**src/rtl/shared_rdy_dout.sv**
```systemverilog
module shared_rdy_dout #(
  parameter int WORD_W    = 24,
  parameter int READY_CYC = 6,
  parameter int FRAME_CYC = 384
) (
  input  logic              clk,
  input  logic              rst_n,
  input  logic              sclk,
  input  logic              frame_strb,
  input  logic [WORD_W-1:0] result,
  output logic              dout_rdy
);
  localparam int CW = $clog2(FRAME_CYC);
  localparam int PW = $clog2(WORD_W + 1);
  localparam logic [PW-1:0] PTR_END  = PW'(WORD_W);
  localparam logic [PW-1:0] TOP_BIT  = PW'(WORD_W - 1);
  localparam logic [CW-1:0] RDY_LAST = CW'(READY_CYC);
  localparam logic [CW-1:0] FRM_LAST = CW'(FRAME_CYC - 1);

  logic              s1, s2, s3;
  logic              active;
  logic [CW-1:0]     cnt;
  logic [PW-1:0]     ptr;
  logic [WORD_W-1:0] hold;

  wire sfall     = s3 & ~s2;
  wire rdy_mode  = active && (cnt < RDY_LAST);
  wire data_mode = active && (cnt >= RDY_LAST);
  wire [PW-1:0] bit_idx = TOP_BIT - ptr;

  always_ff @(posedge clk or negedge rst_n) begin
    if (!rst_n) begin
      s1 <= 1'b0;
      s2 <= 1'b0;
      s3 <= 1'b0;
    end else begin
      s1 <= sclk;
      s2 <= s1;
      s3 <= s2;
    end
  end

  always_ff @(posedge clk or negedge rst_n) begin
    if (!rst_n) begin
      active <= 1'b0;
      cnt    <= '0;
      hold   <= '0;
    end else if (frame_strb) begin
      active <= 1'b1;
      cnt    <= '0;
      hold   <= result;
    end else if (active) begin
      if (cnt == FRM_LAST) begin
        active <= 1'b0;
        cnt    <= '0;
      end else begin
        cnt <= cnt + 1'b1;
      end
    end
  end

  always_ff @(posedge clk or negedge rst_n) begin
    if (!rst_n)
      ptr <= '0;
    else if (frame_strb || !data_mode)
      ptr <= '0;
    else if (sfall && ptr != PTR_END)
      ptr <= ptr + 1'b1;
  end

  assign dout_rdy = rdy_mode ? 1'b1 :
                    (data_mode && ptr != PTR_END) ? hold[bit_idx] : 1'b0;

  AST_PTR_FRESH: assert property (@(posedge clk) disable iff (!rst_n)
    $rose(data_mode) |-> ptr == '0);
  AST_PTR_STEP: assert property (@(posedge clk) disable iff (!rst_n)
    (data_mode && $past(data_mode)) |-> (ptr == $past(ptr) || ptr == $past(ptr) + 1'b1));
  AST_EXCESS_LOW: assert property (@(posedge clk) disable iff (!rst_n)
    (data_mode && ptr == PTR_END) |-> !dout_rdy);
  AST_IDLE_PTR: assert property (@(posedge clk) disable iff (!rst_n)
    (!data_mode && $past(!data_mode)) |-> ptr == '0);
  AST_HOLD_STABLE: assert property (@(posedge clk) disable iff (!rst_n)
    !$past(frame_strb) |-> $stable(hold));
  AST_READY_HIGH: assert property (@(posedge clk) disable iff (!rst_n)
    $past(frame_strb) |-> dout_rdy);
endmodule

```
**config.mk**
```make
export PLATFORM = sky130hd
export DESIGN_NAME = shared_rdy_dout
export DESIGN_NICKNAME = d
export VERILOG_FILES = /design/src/rtl/shared_rdy_dout.sv
export SDC_FILE = /design/constraint.sdc
export NUM_CORES = 1
export LEC_CHECK = 0
export ABC_AREA = 1
export BUFFER_PORTS_ARGS = -buffer_cell sky130_fd_sc_hd__buf_2
export CAP_MARGIN = 20
export CORE_ASPECT_RATIO = 2
export CORE_MARGIN = 2
export CORE_UTILIZATION = 30
export DETAILED_ROUTE_END_ITERATION = 10
export GPL_TIMING_DRIVEN = 0
export HOLD_SLACK_MARGIN = 0.02
export PLACE_DENSITY = 0.52
export REMOVE_ABC_BUFFERS = 1
export SETUP_SLACK_MARGIN = 0.05
export SYNTH_ARGS = -nofsm -noshare
export SYNTH_HDL_FRONTEND = slang
export SYNTH_SLANG_ARGS = --single-unit
```
**constraint.sdc**
```tcl
create_clock -name clk -period 3.2 [get_ports clk]
set_input_delay 0.32 -clock clk [delete_from_list [all_inputs] [get_ports clk]]
set_output_delay 0.32 -clock clk [all_outputs]
set_load 0.03 [all_outputs]
```
==> out/qor.csv, run 1 <==
stage,metric,value,unit
floorplanning,core,6670,µm²
logic_synthesis,synth_seq_cells,42,
critical_path,critical_path_class,reg -> out,
placed_design,dp_cells,363,
critical_path,critPathLaunchType,register,
critical_path,arrival,2.09,ns
clocking,clock-root-buffer,clkbuf_16,
run_status,status,completed,
timing,fmax,414,MHz
clocking,htree_levels,2,
global_routing,grt_overflow,0,
critical_path,worstSetupEndpoint,dout_rdy,
timing,period_needed,2.41,ns
logic_synthesis,ys.flop_type,dfrtp_1,
global_routing,antenna_found_initial,0,
timing,clock_skew,0.00622,ns
logic_synthesis,yosys.area.top_type,dfrtp_1,
detailed_routing,drt-pass1-iter-count,4,
floorplanning,die_h,122,µm
final_layout,instances_no_fill,371,
floorplanning,die-area,7640,µm²
placed_design,io_buffer_count,28,
final_layout,nFillCells,736,
logic_synthesis,syn_avg_cell_area,8.17,µm²
min_path,hold_start,sclk,
critical_path,cp_slowest_cell,dfrtp_1,
detailed_routing,num_vias,1668,
global_routing,grt_pass1_wl,8.10,mm
final_layout,final_nets,314,
critical_path,required,2.88,ns
detailed_routing,first_iter_violations,56,
logic_synthesis,netlist-cell-type-count,29,
clocking,cts_tree,yes,
critical_path,setup.worst_path.start,ptr[0],
logic_synthesis,yosysSeqAreaShare,50.7,%
logic_synthesis,ys_warn_count,0,
critical_path,reg2reg_from,ptr[0],
clocking,numCtsBuffers,5,
logic_synthesis,synth_cells,254,
clocking,post_cts_buffers,0,
detailed_routing,ant_nets,0,
critical_path,reg2reg_to,ptr[4],
final_layout,syn_to_final_growth,17.5,%
timing,setup_viol,0,
clocking,cts_sinks,42,
logic_synthesis,synth-edff-count,0,
floorplanning,initial_core_util,31.1,%
placed_design,placed_area,2290,µm²
timing,fin_crit_sh,75.4,%
timing,slew_headroom,35.6,%
critical_path,crit_cells,9,
timing,tns,0,ns
placed_design,dp_hpwl,3.25,mm
critical_path,path_buf_inv,2,
clocking,clk_pin_slew,0.06,ns
floorplanning,boundaryPins,29,
critical_path,crit_chain,"inv_2, nand2_1, nand3_1, nand3_1, nand2_1, nand2_1, nand3_1, a21oi_1, buf_2",
final_layout,drive_gt1_share,18.0,%
min_path,min_path_type,in -> reg,
logic_synthesis,synth.area.top_cells,"dfrtp_1 51%, nand2_1 18%, nand3_1 5.5%",
detailed_routing,drc,0,
critical_path,end_kind,primary output,
global_routing,grt_max_degree,43,
power,p_leak,1.20,nW
timing,drv_slew,0,
critical_path,cpPeakStageDelay,0.71,ns
logic_synthesis,synth_area,2070,µm²
placed_design,routabilityCongestion,0.835,
timing,setup_ws,0.787,ns
power,p_per_area,489,nW/µm²
run,cap_violations,0,
timing,rsz0062_at_grt,false,
logic_synthesis,synth_top_area_share,50.7,%
critical_path,rr_worst_depth,8,
clocking,ctsResizeCount,0,
detailed_routing,wl,4.49,mm
critical_path,rrSetupSlack,1.24,ns
detailed_routing,viasPerCell,4.50,
global_routing,track_usage,13.8,%
detailed_routing,wl_per_cell,12.1,µm
placed_design,pre_cts_slack,1.09,ns
floorplanning,fp.dieW,62.8,µm
final_layout,diodes,0,
timing,hold_violations,0,
final_layout,final_core_util,36.5,%
final_layout,design_area,2440,µm²
logic_synthesis,async_flop_share,100,%
power,worst_ir_drop_vdd,0.000298,V
clocking,ctsHoldBuffers,0,
timing,whs,0.138,ns
power,total_power,1.19,mW
critical_path,critical_path.top_delay_family,flip-flops,
floorplanning,fp-row-count,42,
global_routing,grt_pass1_vias,1744,
timing,worst_pin_slew,0.966,ns
clocking,cts_buffer_depth,2,
clocking,worstSkewPairLatency,0.29,ns
critical_path,worstPathMaxFanout,16,
worst min-delay path by stage:
| stage | endpoint | slack, ns | depth (start not counted) |
|---|---|---|---|
| 3_5_place_dp | s2 | 0.34 | 0 |
| 2_1_floorplan | active | 0.02 | 0 |
| 3_3_place_gp | s2 | 0.34 | 0 |
| 6_report | s1 | 0.14 | 1 |
| 5_1_grt | s1 | 0.14 | 1 |
| 4_1_cts | s1 | 0.13 | 1 |
cell families (layout without fill, tap and decap cells):
kind of cell	Yosys count	after routing	share of synthesized area, %
buf+inv	33	62	6.39
compound gates	21	21	5.49
fa+ha+maj	4	4	2.41
xor+xnor	6	6	2.53
flops	42	42	50.7
simple gates	148	148	32.5
metal layers:
metal  wire [µm]  global-route usage (%)  up-vias
met1        1780                    14.6      776
met3         126                    3.05       10
li1            -                       -      857
met5           0                       0        -
met4         136                    7.78        0
met2        2440                    25.1       25
power by group:
part           internal [mW]  total, mW  switching [mW]
registers              0.563      0.581          0.0172
clock network          0.309      0.514           0.205
logic                 0.0377     0.0973          0.0596
cell usage in the layout (no fill, tap or decap), drive strengths merged:
| master | n |
|---|---|
| nand3 | 27 |
| nor2 | 12 |
| nand4 | 3 |
| inv | 26 |
| ha | 4 |
| buf | 28 |
| o21ai | 13 |
| xnor2 | 1 |
| xor2 | 5 |
| clkinv | 1 |
| and3 | 1 |
| nor3b | 2 |
| clkbuf | 7 |
| nand2 | 100 |
| o22ai | 3 |
| a21oi | 3 |
| o31ai | 1 |
| dfrtp | 42 |
| a211oi | 1 |
| nor3 | 3 |
flip-flops by register name, summed over array words and instances (netlist names):
register  count
s1            1
cnt           9
s3            1
active        1
s2            1
hold         24
ptr           5
worst register-to-register path, cell delays in order, from the launching register on:
cell and delay, ns:
dfrtp_1 0.71, inv_2 0.25, ha_1 0.28, nand4_2 0.11, nand3_4 0.12, nor3_2 0.18
nand3_1 0.09, nand2_1 0.08, nor2_1 0.04
cell usage after synthesis, types with 3 or more instances:
cell type and instances:
nor2_1 9, o22ai_1 3, clkbuf_1 4, inv_1 21, dfrtp_1 42, nand3_2 3, o21ai_0 9, nand2_1 99
o21ai_1 4, a21oi_1 3, xor2_1 5, inv_2 5, nand3_1 23, ha_1 4
final cells by class:
cell class / count / area (µm²) / area share (%)
repair buffers: 28 / 140 / 5.75
inverters: 26 / 97.6 / 4.00
clock inverters: 1 / 5.00 / 0.205
clock buffers: 7 / 143 / 5.85
multi-input cells: 179 / 891 / 36.6
well taps: 88 / 110 / 4.52
flip-flops and latches: 42 / 1050 / 43.1
No activity file was read; power rests on OpenSTA's default activity.
==> inputs of run 2 (changes only) <==
Settings changed: PLACE_DENSITY 0.52 to 0.54.
Clock period 3.2 ns to 2.11 ns, I/O delays scaled along.
==> out/qor.csv, run 2 (same netlist as run 1, synthesis figures left out) <==
stage,metric,value,unit
clocking,worstSkewPairLatency,0.28,ns
critical_path,worstPathMaxFanout,8,
floorplanning,initial_core_util,31.1,%
critical_path,crit_chain,"inv_2, nand3_1, nand3_1, nand3_1, nand3_1, a21oi_1, buf_2",
critical_path,required,1.90,ns
final_layout,diodes,0,
detailed_routing,drc,0,
power,total_power,1.75,mW
final_layout,reg.largest.list,"hold: 24 flops, cnt: 9 flops, ptr: 5 flops",
timing,worst_pin_slew,0.964,ns
clocking,cts_buffer_depth,2,
final_layout,drive_gt1_share,19.6,%
clocking,cts_sinks,42,
final_layout,seq_area,1050,µm²
detailed_routing,num_vias,1689,
clocking,htree_levels,2,
floorplanning,fp.dieW,62.8,µm
global_routing,track_usage,12.8,%
clocking,numCtsBuffers,5,
global_routing,grt_max_degree,43,
global_routing,antenna_found_initial,0,
floorplanning,boundaryPins,29,
detailed_routing,viasPerCell,4.52,
critical_path,end_kind,primary output,
global_routing,grt_busiest_layer,met2,
placed_design,io_buffer_count,28,
detailed_routing,wl,4.48,mm
floorplanning,die-area,7640,µm²
final_layout,largest_register_ffs,24,
timing,fmax,506,MHz
floorplanning,fp-row-count,42,
floorplanning,core,6670,µm²
global_routing,use_met1,12.5,%
final_layout,most-common-layout-cells,"99 x nand2_1, 41 x dfrtp_1, 28 x buf_2",
final_layout,final_nets,318,
power,p_leak,1.21,nW
clocking,ctsHoldBuffers,0,
detailed_routing,drt-pass1-iter-count,4,
global_routing,grt_overflow,0,
clocking,clock-root-buffer,clkbuf_16,
timing,whs,0.0355,ns
detailed_routing,ant_nets,0,
placed_design,routabilityCongestion,0.816,
timing,drv_slew,0,
run,cap_violations,0,
detailed_routing,first_iter_violations,63,
timing,tns,0,ns
global_routing,met2_usage,25.8,%
final_layout,multi_input_area,891,µm²
power,p_per_area,711,nW/µm²
final_layout,syn_to_final_growth,18.5,%
critical_path,cp_slowest_cell,dfrtp_1,
critical_path,cp_common_cell,nand3_1,
timing,rsz0062_at_grt,false,
detailed_routing,wl_per_cell,12.0,µm
final_layout,regMostFlops,hold,
min_path,min_path_type,in -> reg,
critical_path,critPathLaunchType,register,
timing,clock_skew,0.00334,ns
power,worst_ir_drop_vdd,0.000238,V
final_layout,final_common_cell,nand2_1,
critical_path,cpPeakStageDelay,0.52,ns
placed_design,dp_hpwl,3.22,mm
run_status,status,completed,
timing,setup_viol,0,
floorplanning,die_h,122,µm
global_routing,grt_pass1_wl,7.69,mm
timing,hold_violations,0,
clocking,cts_tree,yes,
critical_path,critical_path_class,reg -> out,
timing,period_needed,1.98,ns
global_routing,grtUsageMet3,1.66,%
global_routing,grt_pass1_vias,1732,
critical_path,arrival,1.77,ns
timing,fin_crit_sh,93.7,%
timing,slew_headroom,35.7,%
clocking,clk_pin_slew,0.06,ns
final_layout,nFillCells,771,
==> run 2: worst paths after layout <==
kind | startpoint | end | slack [ns] | cells past startpoint
max | ptr[1] | dout_rdy | 0.13 | 7
min | sclk | s1 | 0.04 | 1
max reg2reg | ptr[1] | ptr[4] | 0.47 | 9
min reg2reg | s1 | s2 | 0.35 | 0
max in group asynchronous | rst_n | ptr[0] | 1.36 | 1
min in group asynchronous | rst_n | hold[5] | 0.09 | 1
==> run 2: metal layers <==
| layer | vias to the layer above | share of wire [%] |
|---|---|---|
| li1 | 865 | - |
| met3 | 9 | 2.0 |
| met2 | 19 | 58 |
| met5 | - | 0 |
| met4 | 0 | 2.4 |
| met1 | 796 | 38 |
==> run 2: area by class of cell <==
| class | count | area share (%) |
|---|---|---|
| timing repair buffer | 32 | 6.92 |
| clock buffer | 5 | 5.09 |
| clock inverter | 2 | 0.407 |
| tap | 88 | 4.48 |
| sequential | 42 | 42.8 |
| multi-input combinational | 179 | 36.2 |
| inverter | 26 | 4.07 |
==> run 2: where the power goes <==
part | internal, mW | total [mW] | switching, mW
sequential | 0.855 | 0.880 | 0.0259
combinational | 0.0577 | 0.148 | 0.0902
clock | 0.427 | 0.719 | 0.292
==> run 2: stage by stage <==
stage                     std cells  instance area (µm²)  utilization, %  setup WS [ns]
after floorplan                 247                 2040               -          0.330
after global placement          363                 2290            34.3         0.0592
after detailed placement        363                 2290            34.3         0.0747
after CTS                       374                 2460            36.8          0.101
after global routing            374                 2460            36.8         0.0514
final                           374                 2460            36.8          0.133
==> run 2: critical path, delay by kind of cell, from the launching register on <==
family,cells,cell delay (ns)
AO/OA/AOI/OAI,1,0.19
buffers and inverters,2,0.38
AND/OR/NAND/NOR,4,0.39
flip-flops,1,0.52
==> run 2: timing repair <==
item,4_1_cts,5_1_grt
buffers inserted,4,0
setup endpoints to repair,1,0
resized for setup,2,0
==> inputs of run 3 (changes only) <==
Settings changed: ABC_CLOCK_PERIOD_IN_PS set to 2110, CORE_UTILIZATION 30 to 51, PLACE_DENSITY 0.54 to 0.8, SLEW_MARGIN set to 20.
==> out/qor.csv, run 3 (same netlist as run 1, synthesis figures left out) <==
stage,metric,value,unit
run_status,status,completed,
critical_path,critical_path.top_delay_family,flip-flops,
global_routing,grt_pass1_wl,7.14,mm
detailed_routing,wl_per_cell,12.8,µm
floorplanning,fp-row-count,32,
detailed_routing,wl,4.34,mm
placed_design,placed_area,2240,µm²
timing,rsz0062_at_grt,false,
power,p_int,1.27,mW
floorplanning,fp.dieW,49.1,µm
floorplanning,die-area,4620,µm²
detailed_routing,first_iter_violations,56,
detailed_routing,viasPerCell,5.05,
clocking,cts_sinks,42,
critical_path,cp_common_cell,nand3_1,
power,combPwrFrac,9.0,%
global_routing,track_usage,20.0,%
final_layout,nFillCells,379,
power,clkPwrFrac,37.7,%
detailed_routing,num_vias,1712,
power,worst_ir_drop_vdd,0.000569,V
timing,slew_headroom,38.0,%
final_layout,seq_area,1050,µm²
final_layout,syn_to_final_growth,15.5,%
placed_design,dp_hpwl,2.98,mm
timing,hold_violations,0,
critical_path,critPathLaunchType,register,
placed_design,io_buffer_count,28,
critical_path,critical_path_class,reg -> out,
detailed_routing,ant_nets,0,
global_routing,antenna_found_initial,0,
run,cap_violations,0,
critical_path,path_buf_inv,2,
floorplanning,boundaryPins,29,
final_layout,regMostFlops,hold,
final_layout,final_common_cell,nand2_1,
timing,tns,0,ns
global_routing,grt_max_degree,43,
power,pwr-share-seq,53.3,%
floorplanning,initial_core_util,53.4,%
global_routing,grt_pass1_vias,1645,
floorplanning,die_h,94.2,µm
timing,clock_skew,0.00889,ns
timing,fmax,510,MHz
clocking,clk_pin_slew,0.08,ns
min_path,min_path_type,in -> async,
detailed_routing,drc,0,
timing,drv_slew,0,
timing,period_needed,1.96,ns
clocking,htree_levels,2,
critical_path,rr_worst_depth,8,
placed_design,routabilityCongestion,0.852,
clocking,cts_buffer_depth,2,
critical_path,cpPeakStageDelay,0.54,ns
power,switching_share,23.3,%
power,power.switching,0.385,mW
critical_path,required,1.90,ns
clocking,numCtsBuffers,5,
timing,worst_pin_slew,0.930,ns
power,p_leak,1.20,nW
power,p_per_area,689,nW/µm²
critical_path,crit_chain,"inv_4, nand2_1, nand3_1, nand3_1, nand3_1, nand3_1, a21oi_1, buf_4",
floorplanning,core,3880,µm²
timing,fin_crit_sh,92.8,%
final_layout,drive_gt1_share,19.1,%
critical_path,crit_cells,8,
final_layout,most-common-layout-cells,"99 x nand2_1, 41 x dfrtp_1, 28 x buf_2",
final_layout,design_area,2400,µm²
clocking,worstSkewPairLatency,0.30,ns
final_layout,final_nets,319,
critical_path,worstPathMaxFanout,13,
final_layout,reg.largest.list,"hold: 24 flops, cnt: 9 flops, ptr: 5 flops",
detailed_routing,drt-pass1-iter-count,4,
critical_path,end_kind,primary output,
critical_path,arrival,1.75,ns
critical_path,cp_slowest_cell,dfrtp_4,
clocking,cts_tree,yes,
final_layout,multi_input_area,891,µm²
clocking,clock-root-buffer,clkbuf_8,
final_layout,diodes,0,
timing,setup_viol,0,
final_layout,largest_register_ffs,24,
global_routing,grt_overflow,0,
[run 3: cell types whose count changed in the layout (fill, tap and decap cells not counted)]
cell           previous run  this run
bufinv_16                 0         1
clkbuf_1                  0         2
clkbuf_16                 5         0
clkbuf_8                  0         5
dlygate4sd3_1             0         1
dfrtp_4                   0         1
dfrtp_2                   1         0
clkinv_2                  2         0
[run 3: timing repair]
action                                 in CTS  in global routing
setup buffers                               0                  4
endpoints found under the hold margin       1                  0
hold buffers                                1                  0
gates resized for setup                     1                  3
setup endpoints to repair                   1                  1
[run 3: power by group through the flow]
stage,registers (mW),logic [mW],clock network (mW)
2_1_floorplan,0.888,0.0824,0
3_3_place_gp,0.893,0.145,0
3_5_place_dp,0.896,0.148,0
4_1_cts,0.880,0.150,0.633
5_1_grt,0.886,0.176,0.669
6_report,0.880,0.149,0.622
[run 3: metal layers]
metal	global-route usage [%]	up-vias	share of wire, %
li1	-	863	-
met1	22.3	798	38
met2	34.7	41	56
met3	3.18	10	3.0
met4	12.6	0	2.5
met5	0	-	0
[run 3: worst paths after layout]
| kind | startpoint | end | slack, ns |
|---|---|---|---|
| min in group clk | result[4] | hold[4] | 0.11 |
| worst max-delay path | ptr[0] | dout_rdy | 0.15 |
| max in group asynchronous | rst_n | ptr[0] | 1.37 |
| worst min register to register | s1 | s2 | 0.35 |
| worst max register to register | ptr[1] | ptr[4] | 0.44 |
| worst min-delay path | rst_n | hold[4] | 0.04 |
[run 3: stage by stage]
step           util (%)  hold WS, ns  instances  total power [mW]  setup slack, ns
2_1_floorplan         -      -0.0846        247             0.971            0.330
3_3_place_gp       57.8        0.319        326              1.04            0.168
3_5_place_dp       57.8        0.320        326              1.04            0.175
4_1_cts            60.8       0.0760        335              1.66           0.0545
5_1_grt            61.7        0.112        339              1.73           0.0486
6_report           61.7       0.0427        339              1.65            0.151
[run 3: cell type report]
type	count	share of cell area, %
clock inverters	1	1.25
well taps	51	2.66
repair buffers	33	7.52
inverters	26	4.18
flip-flops and latches	42	44.0
clock buffers	7	3.19
multi-input cells	179	37.2
[run 3: worst reg2reg max path: stages (launching register included)]
cell and delay, ns:
dfrtp_1 0.53, inv_2 0.16, ha_1 0.23, nand4_2 0.12, nand3_4 0.12, nor3_2 0.20, nand3_1 0.10, nand2_1 0.08
nor2_1 0.04
